==> config.mk <==
export PLATFORM = sky130hd
export DESIGN_NAME = dmx_channel
export DESIGN_NICKNAME = d
export VERILOG_FILES = /design/src/rtl/dmx_pkg.sv /design/src/rtl/dmx_ptr.sv /design/src/rtl/dmx_engine.sv /design/src/rtl/dmx_channel.sv
export SDC_FILE = /design/constraint.sdc
export NUM_CORES = 1
export LEC_CHECK = 0
export ABC_AREA = 1
export BUFFER_PORTS_ARGS = -buffer_cell sky130_fd_sc_hd__buf_2
export CAP_MARGIN = 20
export CORE_ASPECT_RATIO = 0.75
export CORE_UTILIZATION = 40
export CTS_BUF_LIST = sky130_fd_sc_hd__clkbuf_16
export DETAILED_ROUTE_END_ITERATION = 12
export PLACE_DENSITY_LB_ADDON = 0.05
export SYNTH_ARGS = -nofsm -noshare
export SYNTH_HDL_FRONTEND = slang
export SYNTH_HIERARCHICAL = 1
export SYNTH_SLANG_ARGS = --single-unit
==> constraint.sdc <==
create_clock -name clk -period 1.9 [get_ports clk]
set_input_delay 0.38 -clock clk [delete_from_list [all_inputs] [get_ports clk]]
set_output_delay 0.38 -clock clk [all_outputs]
set_load 0.01 [all_outputs]
==> src/rtl/dmx_pkg.sv <==
package dmx_pkg;
    // register offsets on the 4-bit register port
    localparam logic [3:0] OFS_CTRL = 4'h8;
    localparam logic [3:0] OFS_STAT = 4'h9;
    localparam logic [3:0] OFS_CNT  = 4'hA;  // first count lane
    localparam logic [3:0] OFS_ADR  = 4'hC;  // first address lane

    // control bit positions
    localparam int C_RUN    = 0;
    localparam int C_DEV_IE = 1;
    localparam int C_TMO_IE = 2;
    localparam int C_TC_IE  = 3;
    localparam int C_DIR    = 4;

    typedef enum logic {ENG_IDLE, ENG_XFER} eng_state_e;
endpackage

==> src/rtl/dmx_ptr.sv <==
module dmx_ptr #(
    parameter int             W     = 16,
    parameter int             LANES = (W + 7) / 8,
    parameter logic [W-1:0]   RST   = '0
) (
    input  logic             clk,
    input  logic             rst_n,
    input  logic [LANES-1:0] lane_we,
    input  logic [7:0]       wdata,
    input  logic             inc,
    output logic [W-1:0]     val
);
    logic [W-1:0] val_d, val_q;

    always_comb begin
        val_d = val_q;
        for (int b = 0; b < W; b++) begin
            if (lane_we[b / 8]) val_d[b] = wdata[b % 8];
        end
        if (inc) val_d = val_q + W'(1);
    end

    always_ff @(posedge clk or negedge rst_n) begin
        if (!rst_n) val_q <= RST;
        else        val_q <= val_d;
    end

    assign val = val_q;
endmodule

==> src/rtl/dmx_engine.sv <==
module dmx_engine import dmx_pkg::*; #(
    parameter int DW = 8
) (
    input  logic          clk,
    input  logic          rst_n,
    input  logic          go,
    input  logic          dir_to_mem,
    input  logic          periph_req,
    input  logic [DW-1:0] periph_wdata,
    input  logic          mem_ack,
    input  logic          mem_err,
    input  logic [DW-1:0] mem_rdata,
    output logic          mem_req,
    output logic          mem_we,
    output logic [DW-1:0] mem_wdata,
    output logic          periph_ack,
    output logic [DW-1:0] periph_rdata,
    output logic          step,
    output logic          fault,
    output logic          active
);
    typedef struct packed {
        eng_state_e    st;
        logic          we;
        logic [DW-1:0] hold;
    } eng_t;

    eng_t eng_d, eng_q;

    always_comb begin
        eng_d = eng_q;
        step  = 1'b0;
        fault = 1'b0;
        case (eng_q.st)
            ENG_IDLE: begin
                if (go && periph_req) begin
                    eng_d.st   = ENG_XFER;
                    eng_d.we   = dir_to_mem;
                    eng_d.hold = periph_wdata;
                end
            end
            ENG_XFER: begin
                if (mem_err) begin
                    fault    = 1'b1;
                    eng_d.st = ENG_IDLE;
                end else if (mem_ack) begin
                    step     = 1'b1;
                    eng_d.st = ENG_IDLE;
                end
            end
            default: eng_d.st = ENG_IDLE;
        endcase
    end

    always_ff @(posedge clk or negedge rst_n) begin
        if (!rst_n) eng_q <= '{st: ENG_IDLE, we: 1'b0, hold: '0};
        else        eng_q <= eng_d;
    end

    assign mem_req      = (eng_q.st == ENG_XFER);
    assign mem_we       = eng_q.we;
    assign mem_wdata    = eng_q.hold;
    assign periph_ack   = step;
    assign periph_rdata = mem_rdata;
    assign active       = mem_req;

    AST_REQ_HOLD: assert property (@(posedge clk) disable iff (!rst_n)
        (mem_req && !mem_ack && !mem_err) |=> (mem_req && $stable(mem_wdata)));

    AST_ACK_PULSE: assert property (@(posedge clk) disable iff (!rst_n)
        periph_ack |=> !periph_ack);
endmodule

==> src/rtl/dmx_channel.sv <==
module dmx_channel import dmx_pkg::*; #(
    parameter int DW    = 8,
    parameter int CNT_W = 16,
    parameter int ADR_W = 18
) (
    input  logic             clk,
    input  logic             rst_n,
    input  logic             reg_wr,
    input  logic [3:0]       reg_addr,
    input  logic [7:0]       reg_wdata,
    output logic [7:0]       reg_rdata,
    input  logic             periph_req,
    input  logic [DW-1:0]    periph_wdata,
    output logic             periph_ack,
    output logic [DW-1:0]    periph_rdata,
    output logic             mem_req,
    output logic             mem_we,
    output logic [ADR_W-1:0] mem_addr,
    output logic [DW-1:0]    mem_wdata,
    input  logic             mem_ack,
    input  logic             mem_err,
    input  logic [DW-1:0]    mem_rdata,
    input  logic             dev_int,
    output logic             irq
);
    localparam int CNT_LANES = (CNT_W + 7) / 8;
    localparam int ADR_LANES = (ADR_W + 7) / 8;

    typedef struct packed {
        logic [7:0] ctrl;
        logic [2:0] mirror;
        logic       busy;
        logic       tc;
        logic       tmo;
        logic       dint;
        logic       odd;
    } csr_t;

    csr_t csr_d, csr_q;

    logic                 step, fault, eng_active, locked;
    logic [CNT_LANES-1:0] cnt_we;
    logic [ADR_LANES-1:0] adr_we;
    logic [CNT_W-1:0]     cnt_val, cnt_new;
    logic [ADR_W-1:0]     adr_val;
    logic [CNT_LANES*8-1:0] cnt_wide;
    logic [ADR_LANES*8-1:0] adr_wide;

    assign locked = csr_q.busy | eng_active;

    always_comb begin
        for (int i = 0; i < CNT_LANES; i++)
            cnt_we[i] = reg_wr && !locked && (reg_addr == OFS_CNT + 4'(i));
        for (int i = 0; i < ADR_LANES; i++)
            adr_we[i] = reg_wr && !locked && (reg_addr == OFS_ADR + 4'(i));
        for (int b = 0; b < CNT_W; b++)
            cnt_new[b] = cnt_we[b / 8] ? reg_wdata[b % 8] : cnt_val[b];
    end

    dmx_ptr #(.W(CNT_W), .LANES(CNT_LANES), .RST(CNT_W'(1))) u_cnt (
        .clk(clk), .rst_n(rst_n), .lane_we(cnt_we), .wdata(reg_wdata),
        .inc(step), .val(cnt_val));

    dmx_ptr #(.W(ADR_W), .LANES(ADR_LANES), .RST('0)) u_adr (
        .clk(clk), .rst_n(rst_n), .lane_we(adr_we), .wdata(reg_wdata),
        .inc(step), .val(adr_val));

    dmx_engine #(.DW(DW)) u_eng (
        .clk(clk), .rst_n(rst_n), .go(csr_q.busy), .dir_to_mem(csr_q.ctrl[C_DIR]),
        .periph_req(periph_req), .periph_wdata(periph_wdata),
        .mem_ack(mem_ack), .mem_err(mem_err), .mem_rdata(mem_rdata),
        .mem_req(mem_req), .mem_we(mem_we), .mem_wdata(mem_wdata),
        .periph_ack(periph_ack), .periph_rdata(periph_rdata),
        .step(step), .fault(fault), .active(eng_active));

    assign mem_addr = adr_val;

    // next state: software writes first, hardware events override
    always_comb begin
        csr_d = csr_q;
        if (reg_wr && reg_addr == OFS_CTRL) begin
            csr_d.ctrl   = reg_wdata;
            csr_d.mirror = reg_wdata[6:4];
            if (reg_wdata[C_RUN]) csr_d.busy = 1'b1;
        end
        if (reg_wr && reg_addr == OFS_STAT) begin
            csr_d.busy = reg_wdata[7];
            csr_d.tc   = reg_wdata[3];
            csr_d.tmo  = reg_wdata[2];
            csr_d.dint = reg_wdata[1];
            csr_d.odd  = reg_wdata[0];
        end
        if (|cnt_we && cnt_new != '0) csr_d.tc = 1'b0;
        if (step && &cnt_val) begin
            csr_d.tc          = 1'b1;
            csr_d.busy        = 1'b0;
            csr_d.ctrl[C_RUN] = 1'b0;
        end
        if (fault) begin
            csr_d.tmo         = 1'b1;
            csr_d.busy        = 1'b0;
            csr_d.ctrl[C_RUN] = 1'b0;
        end
        if (dev_int) csr_d.dint = 1'b1;
    end

    always_ff @(posedge clk or negedge rst_n) begin
        if (!rst_n) csr_q <= '{ctrl: 8'h70, mirror: 3'b111, busy: 1'b0,
                               tc: 1'b0, tmo: 1'b0, dint: 1'b0, odd: 1'b0};
        else        csr_q <= csr_d;
    end

    always_comb begin
        cnt_wide = '0;
        cnt_wide[CNT_W-1:0] = cnt_val;
        adr_wide = '0;
        adr_wide[ADR_W-1:0] = adr_val;
        reg_rdata = '0;
        if (reg_addr == OFS_STAT)
            reg_rdata = {csr_q.busy, csr_q.mirror, csr_q.tc, csr_q.tmo, csr_q.dint, csr_q.odd};
        for (int i = 0; i < CNT_LANES; i++)
            if (reg_addr == OFS_CNT + 4'(i)) reg_rdata = cnt_wide[i*8 +: 8];
        for (int i = 0; i < ADR_LANES; i++)
            if (reg_addr == OFS_ADR + 4'(i)) reg_rdata = adr_wide[i*8 +: 8];
    end

    assign irq = (csr_q.tc   & csr_q.ctrl[C_TC_IE])
               | (csr_q.tmo  & csr_q.ctrl[C_TMO_IE])
               | (csr_q.dint & csr_q.ctrl[C_DEV_IE]);

    AST_MIRROR_MATCH: assert property (@(posedge clk) disable iff (!rst_n)
        csr_q.mirror == csr_q.ctrl[6:4]);

    AST_ADDR_HOLD: assert property (@(posedge clk) disable iff (!rst_n)
        (mem_req && !mem_ack && !mem_err) |=> $stable(mem_addr));

    AST_TC_STOP: assert property (@(posedge clk) disable iff (!rst_n)
        (step && &cnt_val) |=> (!csr_q.busy && csr_q.tc && cnt_val == '0));

    AST_FAULT_ABORT: assert property (@(posedge clk) disable iff (!rst_n)
        fault |=> (!csr_q.busy && csr_q.tmo && $stable(cnt_val) && $stable(adr_val)));

    AST_LOCKED_PTRS: assert property (@(posedge clk) disable iff (!rst_n)
        (locked && !step) |=> ($stable(cnt_val) && $stable(adr_val)));
endmodule

# Yosys cells after proc, flatten, opt, wreduce, memory -nomap -nowiden
# Cells that the tools add are included.
[totals] mem_bits_ro=0 ff_bits=56 n_memories=0 out_inout_bits=46 wordCells=114 latch_bits=0 inputBits=35 mem_bits_rw=0
[classes] multipliers=0 eq_ne=7 bitwise=7 div=0 addsub=2 order_cmp=0 shifts=0 reduce_logical=25 mux=59
[op_table] operator="8-bit 2-to-1 mux" n=6
[op_table] operator="1-bit 2-to-1 mux" n=47
[op_table] operator="4-bit equality test (second input constant)" n=7
[op_table] operator="18-bit by 1-bit adder with 18-bit output (second input constant)" n=1
[op_table] operator="18-bit 2-to-1 mux" n=1
[op_table] operator="16-bit by 1-bit adder with 16-bit output (second input constant)" n=1
[op_table] operator="16-bit 2-to-1 mux" n=1
[op_table] operator="16-bit AND reduction" n=1
[op_table] operator="16-bit nonzero test" n=1
[op_table] operator="1-bit logical AND" n=11
[op_table] operator="10-bit 2-to-1 mux" n=1
[op_table] operator="2-bit nonzero test" n=5
[op_table] operator="4-bit nonzero test" n=2
[op_table] operator="5-bit 2-to-1 mux" n=1
[op_table] operator="2-bit AND reduction" n=2
[op_table] operator="1-bit bitwise AND" n=3
[op_table] operator="1-bit OR" n=3
[op_table] operator="3-bit nonzero test" n=1
[op_table] operator="2-bit 2-to-1 mux" n=1
[op_table] operator="1-bit case mux with 2 select lines" n=1
[op_table] operator="2-bit OR reduction" n=1
[op_table] operator="1-bit zero test" n=1
[op_table] operator="1-bit inverter" n=1

# Longest topological paths before layout
# Gate-level depths: netlist of the first run.
[depth] ltp_word=10 depth_mapped=12 mapped_depth_nobuf=11

# Cells and area by module
# Netlist of the first run, hierarchy kept.
[by_module_without_submodules] module="dmx_ptr at u_adr" n_inst=1 cells_each=181 seq_area_each_um2=450.4 area_each_um2=1234.9
[by_module_without_submodules] module="dmx_channel" n_inst=1 cells_each=209 seq_area_each_um2=279.0 area_each_um2=1114.8
[by_module_without_submodules] module="dmx_ptr at u_cnt" n_inst=1 cells_each=149 seq_area_each_um2=401.6 area_each_um2=1064.8
[by_module_without_submodules] module="dmx_engine" n_inst=1 cells_each=58 seq_area_each_um2=250.2 area_each_um2=528.0

# Least setup slack after synthesis of the first run
# OpenSTA, ideal clock, no wires.
[synth_timing] kind="register to register" start="reg u_eng.eng_q, in the netlist u_eng/active" end="reg u_adr.val_q[9], in the netlist u_adr/val[9]" stages_incl_launch_ff=11 path_buffers=3 period_less_slack_ps=1696 arrival_ps=1579 slack_ps=204 required_ps=1783 setup_ps=117 path_cell_list="dfrtp_1 > inv_2 > buf_6 > nor3b_2 > buf_4 > inv_1 > clkbuf_1 > o21ai_1 > nand2_1 > o21ai_1 > inv_1"
[synth_between] word_cells_on_any_way=7 classes_between="mux (2); bitwise (1); reduce/logical (4)"
[synth_lines] element="start: declaration" line="dmx_engine.sv:28" rtl="eng_t eng_d, eng_q;"
[synth_lines] element="start signal: assignment" line="dmx_engine.sv:56" rtl="if (!rst_n) eng_q <= '{st: ENG_IDLE, we: 1'b0, hold: '0};"
[synth_lines] element="start signal: assignment" line="dmx_engine.sv:57" rtl="else eng_q <= eng_d;"
[synth_lines] element="1-bit 2-to-1 mux *" line="dmx_engine.sv:34" rtl="case (eng_q.st)"
[synth_lines] element="net periph_ack" line="dmx_channel.sv:14" rtl="output logic periph_ack,"
[synth_lines] element="18-bit 2-to-1 mux or 2-bit nonzero test (tied branches)"
[synth_lines] element="end signal: assignment" line="dmx_ptr.sv:25" rtl="else val_q <= val_d;"
[synth_lines] element="end: declaration" line="dmx_ptr.sv:13" rtl="logic [W-1:0] val_d, val_q;"
# The timed path passes the listed nets; every way through them passes the cells marked *.
# A chain may end at the register's enable or synchronous reset.

# Worst setup path after layout of the first run
[layout_timing] start="reg csr_q[4] (netlist name)" end="out reg_rdata[7]"
[layout_between] elab_chain_cells=6
[layout_rtl] element="start: declaration" line="dmx_channel.sv:39" rtl="csr_t csr_d, csr_q;"
[layout_rtl] element="start signal: assignment" line="dmx_channel.sv:108" rtl="if (!rst_n) csr_q <= '{ctrl: 8'h70, mirror: 3'b111, busy: 1'b0,"
[layout_rtl] element="start signal: assignment" line="dmx_channel.sv:110" rtl="else csr_q <= csr_d;"
[layout_rtl] element="8-bit 2-to-1 mux" line="dmx_channel.sv:119" rtl="if (reg_addr == OFS_STAT)"
[layout_rtl] element="8-bit 2-to-1 mux (2 in series)" line="dmx_channel.sv:122" rtl="if (reg_addr == OFS_CNT + 4'(i)) reg_rdata = cnt_wide[i*8 +: 8];"
[layout_rtl] element="8-bit 2-to-1 mux (3 in series)" line="dmx_channel.sv:124" rtl="if (reg_addr == OFS_ADR + 4'(i)) reg_rdata = adr_wide[i*8 +: 8];"
[layout_rtl] element="end: declaration" line="dmx_channel.sv:11" rtl="output logic [7:0] reg_rdata,"
# Every way passes these cells.

==> results of run 1 <==
[per-stage QoR]
stage	hold WS (ps)	worst slack [ps]	power [W]	TNS [ps]
floorplan	84.4	204	0.00367	0
global placement	413	61.2	0.00463	0
detailed placement	410	59.1	0.00467	0
CTS	88.4	37.8	0.00563	0
global route	94.1	-7.47	0.00612	-12.4
finish	75.2	80.3	0.00567	0
[worst reg2reg max path: stages, from the launching register on]
cell	delay [ps]
dfrtp_1	420
inv_2	70
nor3b_4	230
buf_12	150
buf_4	110
buf_4	90
buf_4	180
nor2_1	80
nand2_1	80
o211ai_1	90
nand2_1	70
nand2_1	40
[layer usage]
metal / track usage (%) / share of wire (%) / wire (um) / vias to the layer above
met1: 41.9 / 48 / 6460 / 2005
met3: 4.01 / 9.4 / 1260 / 11
met4: 6.33 / 0.93 / 124 / 0
li1: - / - / - / 2088
met2: 39.3 / 41 / 5530 / 201
met5: 0 / 0 / 0 / -
[kinds of logic after synthesis]
kind of cell | share of synthesized area [%]
AND/OR/NAND/NOR | 39.7
buffers and inverters | 11.3
AO/OA/AOI/OAI | 12.2
flip-flops | 35.0
XOR/XNOR | 1.11
adder cells (fa/ha/maj) | 0.635
[power by group]
group          internal, W  total (W)  switching, W
clock             0.000491   0.000955      0.000464
sequential         0.00165    0.00238      0.000721
combinational     0.000952    0.00234       0.00139
[worst min path at each step]
stage	start	to	slack, ps	cells after the start
after CTS	rst_n	u_eng/mem_wdata[5]	90	2
final	rst_n	u_eng/mem_wdata[5]	80	2
after global routing	rst_n	u_eng/mem_wdata[5]	90	2
after detailed placement	rst_n	u_eng/mem_wdata[5]	410	2
after global placement	rst_n	u_eng/mem_wdata[5]	410	2
after floorplan	rst_n	csr_q[0]	80	0
[sequential cells by signal, summed over array words and instances, names as in the netlist]
register	cells
u_eng/mem_we	1
u_eng/active	1
u_cnt/val	16
u_adr/val	18
csr_q	11
u_eng/mem_wdata	8
[final cells by class]
type | instances | share of cell area, %
Clock inverter | 3 | 0.395
Multi-Input combinational cell | 442 | 45.4
Inverter | 79 | 6.33
Tap cell | 128 | 3.37
Timing Repair Buffer | 98 | 12.7
Sequential cell | 55 | 29.1
Clock buffer | 5 | 2.64
[cell usage in the layout (no fill, tap or decap), types with 3 or more instances in the layout]
cell         n
nand2_1    177
inv_1       74
nor2_1      74
buf_2       64
dfrtp_1     51
nand3_1     46
buf_4       31
o21ai_0     30
nand4_1     20
a21oi_1     12
nor2_4       9
nor3_1       9
o21bai_1     9
nand2_2      8
o211ai_1     6
clkbuf_16    5
nor2_2       5
o22ai_1      5
inv_2        4
dfstp_2      4
a22oi_1      4
o21ai_1      4
xor2_1       4
a31oi_1      3
o31ai_1      3
[what timing repair did]
item                                    CTS  global route
endpoints found under the setup margin    0            14
resized for setup                         0            12
buffers inserted                          0             3
==> reports/metrics.cfg, run 1 <==
[clocking]
htreeDepth=2
cts-root-buf=clkbuf_16
clkTransAtPathRegs_ps=80
cts_tree=built
cts-buffers-inserted=5
clockBufferDepth=2
clock-sinks=55
clock_latency_ps=310
cts_hold_buf=0

[run_status]
outcome=complete, no violations

[synthesis]
synthesis.nets=634
yosysTopAreaCell=dfrtp_1
ys.flop_type=dfrtp_1
synthCells=597
ys_async_sr_fraction_pct=100
synth_common_cells=nand2_1, inv_1, nor2_1, dfrtp_1, nand3_1
synth-edff-count=0
ys_warn_count=6
seq_area_frac_synth_pct=35.0
syn-cell-area_mm2=0.00394
yosysMostFrequentCell=nand2_1
ys_types=37
synth-seq-cells=55
yosys-top-cells-area=dfrtp_1, nand2_1, inv_1
synth_area_per_cell_um2=6.60
yosysTopAreaCellShare_pct=32.4

[detailed_routing]
drt-total-wl_mm=13.4
postRouteAntennaNets=0
vias=4305
wl_per_cell_um=16.5
dr.pass1.iters=6
drc_errors=0
drt-initial-drc-count=381
vias_per_cell=5.31

[die]
initial_core_util_pct=42.4
fp.dieW_um=117
floorplan.die_area_mm2=0.0103
io_pins=81
core_mm2=0.00931
std_cell_rows=30
die_h_um=88.0

[layout]
finish.utilization_pct=51.0
fillers=993
multi_input_area_mm2=0.00216
nNetsFinal=718
drive_gt1_share_pct=21.3
stdcell_count=810
num_antenna_cells=0
stdcell_area_mm2=0.00475
register_area_mm2=0.00138
area_delta_synth_final_pct=20.4

[critical_path]
cpPeakStageDelay_ps=390
crit_path_start=csr_q[4]
cp_num_cells=6
crit_fanout=12
critPathBufInv=2
worstPathArrival_ps=1440
worstSetupStartpointType=flip-flop
r2r_start=u_eng/active
worstPathRequired_ps=1520
endpoint=reg_rdata[7]
critical_path.top_delay_family=simple AND/OR/NAND/NOR gates
end_kind=output port
r2r_cells=11
critical_path_class=flip-flop to output port
path_cells=buf_4 > nand2_1 > nand3_1 > nor2_1 > nor2_1 > buf_2
rrSetupSlack_ps=190
cpMostUsedCell=nor2_1
crit_slowest_cell=dfrtp_1
reg2reg_to=u_adr/val[16]

[placement]
dp_cells=798
gp_congestion=0.928
dp_hpwl_mm=10.1
port_buffers=64
place_area_mm2=0.00453

[power_and_ir_drop]
leakagePower_nw=2.44
power.density_mw_per_mm2=1200
ir_drop_v=0.000617

[global_route]
grt_antenna_before_repair=0
grt-ovfl-total=0
grt_util_all_layers_pct=27.1
grt_start_max_net_pins=56
grt_first_pass_wirelength_mm=20.7
grt_pass1_vias=3835

[timing]
worst_pin_slew_ps=480
rsz0062_at_grt=yes
fin_skew_ps=7.78
period_share_pct=95.8
fin_crit_ps=1820
max_freq_ghz=0.550
setup_viol_count_final=0
final-hold-violation-count=0
slew_headroom_pct=67.7
slew_viol_final=0

[job]
maxCapViolCount=0

[min_path]
hp-class=input pin to async pin

Power figures use the tool's default switching activity.
==> run 2, diff against run 1 <==
--- a/config.mk
+++ b/config.mk
@@ -13,6 +13,7 @@
 export CTS_BUF_LIST = sky130_fd_sc_hd__clkbuf_16
 export DETAILED_ROUTE_END_ITERATION = 12
 export PLACE_DENSITY_LB_ADDON = 0.05
+export REMOVE_ABC_BUFFERS = 1
 export SYNTH_ARGS = -nofsm -noshare
 export SYNTH_HDL_FRONTEND = slang
 export SYNTH_HIERARCHICAL = 1
==> run 2 against run 1 <==
  * Wire length down 1.7%
  * Flip-flop and latch count unchanged
  * Maximum frequency up 0.50%
  * Core utilization down 0.43 points
  * Final cell count down 0.49%
  * Clock power up 11%
  * Setup slack better by 9.1 ps
  * Non-clock buffer count down 3
  * Clock-buffer cell count unchanged
  * Clock skew down 3.8 ps
==> reports/metrics.cfg, run 2 (synthesis gave the netlist of run 1 again) <==
[run_status]
outcome=complete, no violations

[detailed_routing]
dr.pass1.iters=6
drt-initial-drc-count=352
drc_errors=0
wl_per_cell_um=16.3
vias=4275
drt-total-wl_mm=13.1
postRouteAntennaNets=0
vias_per_cell=5.30

[timing]
fin_skew_ps=3.93
fin_ws_ps=89.4
setup_viol_count_final=0
period_share_pct=95.3
slew_viol_final=0
slew_headroom_pct=67.4
fin_tns_setup_ps=0
max_freq_ghz=0.552
final-hold-violation-count=0
worst_pin_slew_ps=489
rsz0062_at_grt=yes
fin_crit_ps=1810

[die]
std_cell_rows=30
floorplan.die_area_mm2=0.0103
initial_core_util_pct=42.4
core_mm2=0.00931
fp.dieW_um=117
io_pins=81
die_h_um=88.0

[placement]
port_buffers=64
dp_hpwl_mm=10.1
pre_cts_slack_ps=14.4
gp_congestion=1.01

[global_route]
grt_start_max_net_pins=35
grt_first_pass_wirelength_mm=20.3
grt_util_all_layers_pct=26.6
grt-ovfl-total=0
grt_antenna_before_repair=0
grt_pass1_vias=3713

[layout]
multi_input_area_mm2=0.00213
area_delta_synth_final_pct=19.4
drive_gt1_share_pct=20.1
register_area_mm2=0.00138
largest_reg_flops=18
nNetsFinal=714
mostFrequentLayoutCell=nand2_1
num_antenna_cells=0
fillers=1006
final_cell_mix=nand2_1, inv_1, nor2_1

[critical_path]
critical_path_class=input pin to output port
worstPathRequired_ps=1520
crit_fanout=7
end_kind=output port
worstPathArrival_ps=1430
worstSetupStartpointType=input pin

[power_and_ir_drop]
leakagePower_nw=2.42
ir_drop_v=0.000598
power.density_mw_per_mm2=1230

[clocking]
clock-sinks=55
clockBufferDepth=2
cts-root-buf=clkbuf_16
clock_latency_ps=300
htreeDepth=2
clkTransAtPathRegs_ps=70
cts-buffers-inserted=5
cts_tree=built

[min_path]
hp-class=input pin to async pin

[job]
maxCapViolCount=0

## run 2: cell types whose count changed in the layout (fill, tap and decap cells not counted), sizes merged
cell,before,now
buf,98,95
bufinv,0,1
clkinvlp,1,0
nor2,88,87
## run 2: path summary, 6_finish.rpt
kind | from | to | slack (ps) | depth (start not counted)
worst max-delay path | reg_addr[2] | reg_rdata[2] | 90 | 10
worst min-delay path | rst_n | csr_q[1] | 60 | 2
worst max register to register | u_cnt/val[0] | u_cnt/val[12] | 160 | 8
worst min register to register | u_eng/mem_wdata[2] | u_eng/mem_wdata[2] | 470 | 2
max in group asynchronous | rst_n | csr_q[7] | 1390 | 2
min in group clk | dev_int | csr_q[1] | 290 | 3
## run 2: worst max-delay path, cell delays in order
cell and delay [ps]:
buf_2 120, inv_1 80, nand2_2 110, nor2_2 130
buf_4 160, nand2_1 50, nand3_1 130, nor2_1 60
nor2_1 80, buf_2 130
## run 2: layer usage
metal	share of wire, %	up-vias	routed length [um]	GRT usage (%)
li1	-	2069	-	-
met1	50	1969	6600	42.3
met2	40	221	5190	37.0
met3	9.0	16	1190	4.57
met4	1.1	0	150	5.41
met5	0	-	0	0
## run 2: stage by stage
stage	hold WS, ps	power (W)	utilization, %	std cells	cell area [um2]
detailed placement	390	0.00466	48.2	795	4490
global placement	390	0.00464	48.2	795	4490
floorplan	84.4	0.00360	-	575	3790
finish	57.7	0.00578	50.6	806	4710
CTS	70.5	0.00575	50.0	803	4660
global route	86.0	0.00619	50.6	806	4710
## run 2: power by group
group	internal (W)	switching [W]
combinational	0.000935	0.00140
clock	0.000617	0.000448
sequential	0.00166	0.000731
## run 2: area by class of cell
type / count / share of cell area [%]
Multi-Input combinational cell: 441 / 45.4
Sequential cell: 55 / 29.4
Timing Repair Buffer: 95 / 12.1
Inverter: 79 / 6.30
Tap cell: 128 / 3.40
Clock buffer: 5 / 2.66
Clock inverter: 3 / 0.824
## run 2: what timing repair did
action                     in CTS  in global routing
gates resized for setup         1                  5
hold buffers                    0                  0
setup endpoints to repair       1                 11
hold endpoints to repair        0                  0
setup buffers                   0                  3
==> run 3, diff against run 2 <==
--- a/config.mk
+++ b/config.mk
@@ -9,7 +9,7 @@
 export BUFFER_PORTS_ARGS = -buffer_cell sky130_fd_sc_hd__buf_2
 export CAP_MARGIN = 20
 export CORE_ASPECT_RATIO = 0.75
-export CORE_UTILIZATION = 40
+export CORE_UTILIZATION = 56
 export CTS_BUF_LIST = sky130_fd_sc_hd__clkbuf_16
 export DETAILED_ROUTE_END_ITERATION = 12
 export PLACE_DENSITY_LB_ADDON = 0.05
==> run 3 against run 2 <==
  * Sequential share of layout area rose by 0.97 points
  * Core utilization up 17 points
  * Non-clock buffer count fell by 11
  * Critical endpoint is now periph_ack
  * Largest cell class unchanged
==> reports/metrics.cfg, run 3 (synthesis gave the netlist of run 1 again) <==
[min_path]
hp-class=input pin to async pin

[timing]
fin_skew_ps=8.23
period_share_pct=94.9
fin_crit_ps=1800
worst_pin_slew_ps=438
final-hold-violation-count=0
slew_viol_final=0
max_freq_ghz=0.555
slew_headroom_pct=70.7
setup_viol_count_final=0

[placement]
gp_congestion=0.927
port_buffers=64
dp_hpwl_mm=8.77

[layout]
area_delta_synth_final_pct=15.6
finish.utilization_pct=67.1
mostFrequentLayoutCell=nand2_1
drive_gt1_share_pct=18.6
fillers=618
nNetsFinal=703
num_antenna_cells=0
largest_reg_flops=18
final_cell_mix=nand2_1, inv_1, nor2_1

[clocking]
cts-root-buf=clkbuf_16
clock_latency_ps=290
cts_hold_buf=0
clockBufferDepth=2
clkTransAtPathRegs_ps=70
cts_tree=built
cts-buffers-inserted=5
clock-sinks=55
cts_setup_buffers=0
htreeDepth=2
cts_resized=0

[power_and_ir_drop]
p_comb_share_pct=40.3
p_total_w=0.00550
internal-power_w=0.00303
power.density_mw_per_mm2=1210
clock_power_share_pct=16.1
power_switching_share_pct=44.9
switchingPower_w=0.00247
ir_drop_v=0.000706
leakagePower_nw=2.37
p_seq_share_pct=43.6

[die]
initial_core_util_pct=58.0
floorplan.die_area_mm2=0.00738
die_h_um=74.7
std_cell_rows=26
fp.dieW_um=98.9
io_pins=81
core_mm2=0.00680

[run_status]
outcome=complete, no violations

[detailed_routing]
drt-initial-drc-count=534
postRouteAntennaNets=0
vias=4278
drt-total-wl_mm=11.7
wl_per_cell_um=15.6
dr.pass1.iters=5
vias_per_cell=5.70
drc_errors=0

[critical_path]
crit_fanout=12
reg2reg_to=u_adr/val[3]
worstPathArrival_ps=1420
path_cells=inv_2 > nor3b_4 > buf_12 > buf_6 > buf_2
r2r_start=u_eng/active
crit_slowest_cell=dfrtp_2
critical_path_class=flip-flop to output port
r2r_cells=8
crit_path_start=u_eng/active
rrSetupSlack_ps=130
worstPathRequired_ps=1520
worstSetupStartpointType=flip-flop
cpPeakStageDelay_ps=400
end_kind=output port

[global_route]
grt_start_max_net_pins=56
grt_util_all_layers_pct=32.9
grt_antenna_before_repair=0
grt-ovfl-total=0
grt_first_pass_wirelength_mm=18.8
grt_pass1_vias=3779

[job]
maxCapViolCount=0

-- run 3: cell count changes in the layout (fill, tap and decap cells not counted) --
cell | before | now
dfrtp_1 | 51 | 50
nor3_4 | 0 | 1
nor2_2 | 5 | 4
nor3_2 | 1 | 0
dfrtp_2 | 0 | 1
inv_1 | 76 | 78
buf_12 | 1 | 2
clkinv_1 | 1 | 0
buf_4 | 29 | 17
nor2_1 | 74 | 75
bufinv_16 | 1 | 0
-- run 3: worst max path at each step --
stage / end / slack [ps] / depth (start not counted)
after floorplan: u_adr/val[9] / -940 / 7
after global placement: reg_rdata[1] / 130 / 10
after detailed placement: reg_rdata[4] / 50 / 9
after CTS: periph_ack / 10 / 5
after global routing: u_cnt/val[10] / -0.3 / 9
final: periph_ack / 100 / 5
-- run 3: power groups by stage --
stage / Sequential (W) / Clock, W / Combinational [W]
floorplan: 0.00232 / 0 / 0.00128
global placement: 0.00238 / 0 / 0.00212
detailed placement: 0.00238 / 0 / 0.00217
CTS: 0.00237 / 0.000907 / 0.00218
global route: 0.00247 / 0.000956 / 0.00251
finish: 0.00240 / 0.000883 / 0.00222
-- run 3: cell type report --
class | count | area [um2] | area share [%]
Clock inverter | 3 | 12.5 | 0.274
Timing Repair Buffer | 84 | 499 | 10.9
Inverter | 79 | 297 | 6.50
Tap cell | 84 | 105 | 2.31
Sequential cell | 55 | 1380 | 30.3
Multi-Input combinational cell | 441 | 2140 | 46.9
Clock buffer | 5 | 125 | 2.74
-- run 3: metal layers --
metal	vias up	GRT usage (%)	share of wire, %
li1	2055	-	-
met1	1964	49.3	46
met2	243	49.5	42
met3	16	7.15	11
met4	0	6.14	1.1
met5	-	0	0
-- run 3: per-stage QoR --
| stage | std cells | hold slack [ps] | setup TNS, ps | cell area [um2] | setup WS (ps) |
|---|---|---|---|---|---|
| floorplan | 575 | 84.4 | -27770 | 3790 | -936 |
| global placement | 743 | 402 | 0 | 4400 | 131 |
| detailed placement | 743 | 403 | 0 | 4400 | 49.8 |
| CTS | 751 | 89.5 | 0 | 4540 | 10.5 |
| global route | 751 | 98.6 | -0.270 | 4560 | -0.270 |
| finish | 751 | 72.4 | 0 | 4560 | 96.7 |
-- run 3: critical path: cells and delay by family, from the launching register on --
kind	cells	cell delay (ps)
buf+inv	4	520
flops	1	400
simple gates	1	210
